--- config.mk ---
export PLATFORM = sky130hd
export DESIGN_NAME = vmac_node
export DESIGN_NICKNAME = d
export VERILOG_FILES = /design/src/rtl/vmac_pkg.sv /design/src/rtl/vmac_join.sv /design/src/rtl/vmac_mac.sv /design/src/rtl/vmac_out.sv /design/src/rtl/vmac_node.sv
export SDC_FILE = /design/constraint.sdc
export NUM_CORES = 1
export LEC_CHECK = 0
export CAP_MARGIN = 15
export CORE_UTILIZATION = 53
export CTS_BUF_LIST = sky130_fd_sc_hd__clkbuf_8
export CTS_CLUSTER_SIZE = 10
export DETAILED_ROUTE_END_ITERATION = 12
export PLACE_DENSITY = 0.72
export SETUP_SLACK_MARGIN = 0.4
export SKIP_CTS_REPAIR_TIMING = 1
export SYNTH_ARGS = -nofsm -noshare
export SYNTH_HDL_FRONTEND = slang
export SYNTH_SLANG_ARGS = --single-unit
--- constraint.sdc ---
create_clock -name clk_i -period 8.3 [get_ports clk_i]
set_input_delay 1.66 -clock clk_i [delete_from_list [all_inputs] [get_ports clk_i]]
set_output_delay 1.66 -clock clk_i [all_outputs]
set_load 0.005 [all_outputs]
--- src/rtl/vmac_pkg.sv ---
package vmac_pkg;
  typedef enum logic {
    MODE_ACC = 1'b0,
    MODE_MUL = 1'b1
  } vmac_mode_e;
endpackage

--- src/rtl/vmac_join.sv ---
// Firing rule: both operands present and an output slot available.
module vmac_join (
  input  logic a_valid_i,
  input  logic b_valid_i,
  input  logic a_last_i,
  input  logic b_last_i,
  input  logic slot_free_i,
  output logic ready_o,
  output logic fire_o,
  output logic eov_o,
  output logic mismatch_o
);
  assign ready_o    = slot_free_i;
  assign fire_o     = a_valid_i & b_valid_i & slot_free_i;
  assign eov_o      = a_last_i | b_last_i;
  assign mismatch_o = fire_o & (a_last_i ^ b_last_i);
endmodule

--- src/rtl/vmac_mac.sv ---
module vmac_mac
  import vmac_pkg::*;
#(
  parameter int OP_W  = 16,
  parameter int ACC_W = 40
) (
  input  logic             clk_i,
  input  logic             rst_ni,
  input  logic             fire_i,
  input  logic             eov_i,
  input  vmac_mode_e       mode_i,
  input  logic [OP_W-1:0]  a_i,
  input  logic [OP_W-1:0]  b_i,
  output logic             emit_o,
  output logic [ACC_W-1:0] result_o
);
  localparam int PROD_W = 2 * OP_W;
  localparam int EXT_W  = ACC_W - PROD_W;

  logic signed [PROD_W-1:0] prod;
  logic        [ACC_W-1:0]  prod_ext;
  logic        [ACC_W-1:0]  acc_q;
  logic        [ACC_W-1:0]  sum;

  assign prod = $signed(a_i) * $signed(b_i);

  generate
    if (EXT_W > 0) begin : g_ext
      assign prod_ext = {{EXT_W{prod[PROD_W-1]}}, prod};
    end else begin : g_trunc
      assign prod_ext = prod[ACC_W-1:0];
    end
  endgenerate

  assign sum = acc_q + prod_ext;  // wraps modulo 2^ACC_W

  always_comb begin
    emit_o   = 1'b0;
    result_o = sum;
    if (fire_i) begin
      if (mode_i == MODE_MUL) begin
        emit_o   = 1'b1;
        result_o = prod_ext;
      end else begin
        emit_o = eov_i;
      end
    end
  end

  always_ff @(posedge clk_i or negedge rst_ni) begin
    if (!rst_ni) begin
      acc_q <= '0;
    end else if (fire_i) begin
      if (mode_i == MODE_MUL || eov_i) acc_q <= '0;
      else                             acc_q <= sum;
    end
  end
endmodule

--- src/rtl/vmac_out.sv ---
module vmac_out #(
  parameter int ACC_W = 40
) (
  input  logic             clk_i,
  input  logic             rst_ni,
  input  logic             emit_i,
  input  logic [ACC_W-1:0] data_i,
  input  logic             ready_i,
  output logic             valid_o,
  output logic [ACC_W-1:0] data_o,
  output logic             slot_free_o
);
  assign slot_free_o = ~valid_o | ready_i;

  always_ff @(posedge clk_i or negedge rst_ni) begin
    if (!rst_ni) begin
      valid_o <= 1'b0;
      data_o  <= '0;
    end else if (emit_i) begin
      valid_o <= 1'b1;
      data_o  <= data_i;
    end else if (ready_i) begin
      valid_o <= 1'b0;
    end
  end
endmodule

--- src/rtl/vmac_node.sv ---
module vmac_node
  import vmac_pkg::*;
#(
  parameter int OP_W  = 16,
  parameter int ACC_W = 40
) (
  input  logic             clk_i,
  input  logic             rst_ni,
  input  logic             mode_i,
  input  logic             a_valid_i,
  output logic             a_ready_o,
  input  logic [OP_W-1:0]  a_data_i,
  input  logic             a_last_i,
  input  logic             b_valid_i,
  output logic             b_ready_o,
  input  logic [OP_W-1:0]  b_data_i,
  input  logic             b_last_i,
  output logic             res_valid_o,
  input  logic             res_ready_i,
  output logic [ACC_W-1:0] res_data_o,
  output logic             err_o
);
  logic             slot_free, ready, fire, eov, mismatch, emit;
  logic [ACC_W-1:0] result;
  vmac_mode_e       mode;

  assign mode = vmac_mode_e'(mode_i);

  vmac_join u_join (
    .a_valid_i  (a_valid_i),
    .b_valid_i  (b_valid_i),
    .a_last_i   (a_last_i),
    .b_last_i   (b_last_i),
    .slot_free_i(slot_free),
    .ready_o    (ready),
    .fire_o     (fire),
    .eov_o      (eov),
    .mismatch_o (mismatch)
  );

  vmac_mac #(.OP_W(OP_W), .ACC_W(ACC_W)) u_mac (
    .clk_i   (clk_i),
    .rst_ni  (rst_ni),
    .fire_i  (fire),
    .eov_i   (eov),
    .mode_i  (mode),
    .a_i     (a_data_i),
    .b_i     (b_data_i),
    .emit_o  (emit),
    .result_o(result)
  );

  vmac_out #(.ACC_W(ACC_W)) u_out (
    .clk_i      (clk_i),
    .rst_ni     (rst_ni),
    .emit_i     (emit),
    .data_i     (result),
    .ready_i    (res_ready_i),
    .valid_o    (res_valid_o),
    .data_o     (res_data_o),
    .slot_free_o(slot_free)
  );

  assign a_ready_o = ready;
  assign b_ready_o = ready;

  always_ff @(posedge clk_i or negedge rst_ni) begin
    if (!rst_ni)       err_o <= 1'b0;
    else if (mismatch) err_o <= 1'b1;
  end
endmodule

==> run summary <==
Number of global-route vias before repair = 13900
Largest family of logic cells by synthesized area = adder cells
Commonest non-fill, non-tap cell in the layout = buf_4
GR Util All Layers = 0.284
Area of the die = 29600 µm²
Startpoint Class = primary input
Yosys cell types = 75
Post-Syn Area = 15300 µm²
Ys flop type = dfrtp_1
Synth Area in Adders = 0.446
CP max-delay cell = fa_2
Synth warn = 0
Initial Util = 0.546
Fin nets = 2516
Syn_area_per_cell = 9.16 µm²
Seq/Total Area, Yosys = 0.134
CTS tree = done
Clock Latency Late Sink = 0.37 ns
CTS root buf = clkbuf_8
Most frequent cells in the layout = buf_4 (299), inv_1 (284), fa_1 (244)
Vias per cell = 5.66
FMAX = 0.111 GHz
Antenna violations before repair = 0
Largest net degree at the start of global routing = 65
Finished Cell Area = 21400 µm²
Final Cycle Share = 1.09
Setup ws final = -0.719 ns
FFs w/ async S/R, synth = 1.00
Synth Area in Simple Gates = 0.145
Worst min path class = reg -> reg
Synth Instances = 1674
RSZ-0062 raised after global routing = true
Clk_skew = 0.0111 ns
First-pass DRT Iterations = 5
TritonCTS buffer count = 9
Die Width = 172 µm
Max-cap violations = 0
EDFF count, synth = 0
Iter 0 DRT Violations = 859
Max transition margin = 0.287
Mux cell area share after synthesis = 0.00988
Vias = 14000
Critical path endpoint category = flop
Worst Path Required = 8.55 ns
Endpoints failing hold = 0
Crit-path most repeated cell = fa_1
Drt wl/cell = 19.1 µm
Slew Limit Fails = 0
DRT antenna net count = 0
IO Pins = 84
Remaining DRCs = 0
Tightest Pin Transition = 1.07 ns
CP max stage delay = 0.61 ns
Final HPWL DP = 32900 µm
Tmin final = 9.02 ns
Gpl congestion = 0.884
Compound-gate portion of the synthesized area = 0.133
Die height = 172 µm
CP Max Fanout = 11
Synthesis-stage register bit count = 82
Grt peak-use layer = met2
Status = finished, violations left
GR Overflow Total = 0
Synth Area in XOR/XNOR = 0.0405
# setup viols final = 39
Layout cells sized above 1 = 0.317
Core Box Area = 28100 µm²
CTS clock-pin slew for the worst setup and hold paths = 0.09 ns
CTS Sinks = 82
Port Buffers = 83
Failing checks = setup timing
H-tree Lvls = 3
Clock tree buffer depth = 2
Critical Path AT = 9.27 ns
Grt met1 use = 0.358
Kind of critical path = in -> reg
Core Util, Final = 0.763
Placed cell area = 19100 µm²
GR Util met3 = 0.0410
Mapped Nets = 2103
Rows = 61
Wirelength, routed = 47100 µm
First-pass GRT wire length = 66100 µm
ANT cells = 0
GR Layer Usage met2 = 0.496
Area grow syn2layout = 39.9%
worst max-delay path, delay by kind of cell:
| family | cells | cell delay (ns) |
|---|---|---|
| adders and majority gates | 8 | 3.57 |
| AOI/OAI and AO/OA | 13 | 2.70 |
| buffers and inverters | 7 | 0.96 |
| and+or+nand+nor | 3 | 0.28 |
| xor gates and xnor gates | 1 | 0.10 |
synthesized netlist by cell type, types with 16 or more instances:
cell type / count / area [µm²]
o21ai_0: 62 / 310
xnor2_1: 53 / 464
a21o_1: 30 / 225
fa_1: 263 / 5270
clkbuf_1: 56 / 210
inv_1: 306 / 1150
xor2_1: 16 / 140
ha_1: 126 / 1580
a21oi_1: 58 / 290
nand3_1: 16 / 80.1
and2_1: 132 / 826
a22o_1: 33 / 289
nand2_1: 187 / 702
nor2_1: 59 / 221
dfrtp_1: 82 / 2050
per-stage QoR:
stage | worst slack (ns) | instances | setup TNS, ns | hold WS, ns
floorplan | -0.797 | 1674 | -3.59 | 0.445
global placement | -1.32 | 2369 | -39.56 | 0.440
detailed placement | -1.50 | 2369 | -46.48 | 0.469
CTS | -1.15 | 2385 | -28.75 | 0.490
global route | -0.913 | 2470 | -21.24 | 0.516
finish | -0.719 | 2470 | -14.42 | 0.482
final timing paths:
kind	slack (ns)	cells past startpoint	start	to
hold / removal	0.48	2	u_out.data_o[9]	u_out.data_o[9]
hold reg to reg	0.48	2	u_out.data_o[9]	u_out.data_o[9]
setup / recovery	-0.72	32	b_data_i[2]	u_out.data_o[39]
max in group asynchronous	6.01	2	rst_ni	u_out.data_o[5]
setup reg to reg	4.91	10	u_mac.acc_q[1]	u_out.data_o[39]
min in group asynchronous	1.16	1	rst_ni	u_mac.acc_q[34]
logic make-up (layout without fill, tap and decap cells):
| logic type | count (synthesis) | in the layout |
|---|---|---|
| buffers and inverters | 369 | 787 |
| flip-flops | 82 | 82 |
| adder cells (fa/ha/maj) | 389 | 389 |
| XOR/XNOR | 70 | 70 |
| AND/OR/NAND/NOR | 453 | 453 |
| multiplexers | 15 | 15 |
| AO/OA/AOI/OAI | 296 | 296 |
metal layers:
layer  routed length, µm  share of wire
met1               17900           0.38
met2               24200           0.51
met3                3040          0.065
met4                1990          0.042
met5                   0              0
layout make-up:
class / count / area (µm²)
tap: 378 / 473
fill: 1828 / 6650
timing repair inverter: 1 / 7.51
clock buffer: 10 / 138
clock inverter: 6 / 88.8
inverter: 306 / 1150
multi-input combinational: 1223 / 13300
sequential: 82 / 2050
timing repair buffer: 464 / 4200
registers in the layout, summed over array words and instances, names as in the netlist:
name,count
u_mac.acc_q,40
u_out.data_o,40
u_out.valid_o,1
err_o,1
Power is not shown: default switching activity piles up to over one toggle a cycle in this logic, so the estimate is an artifact.
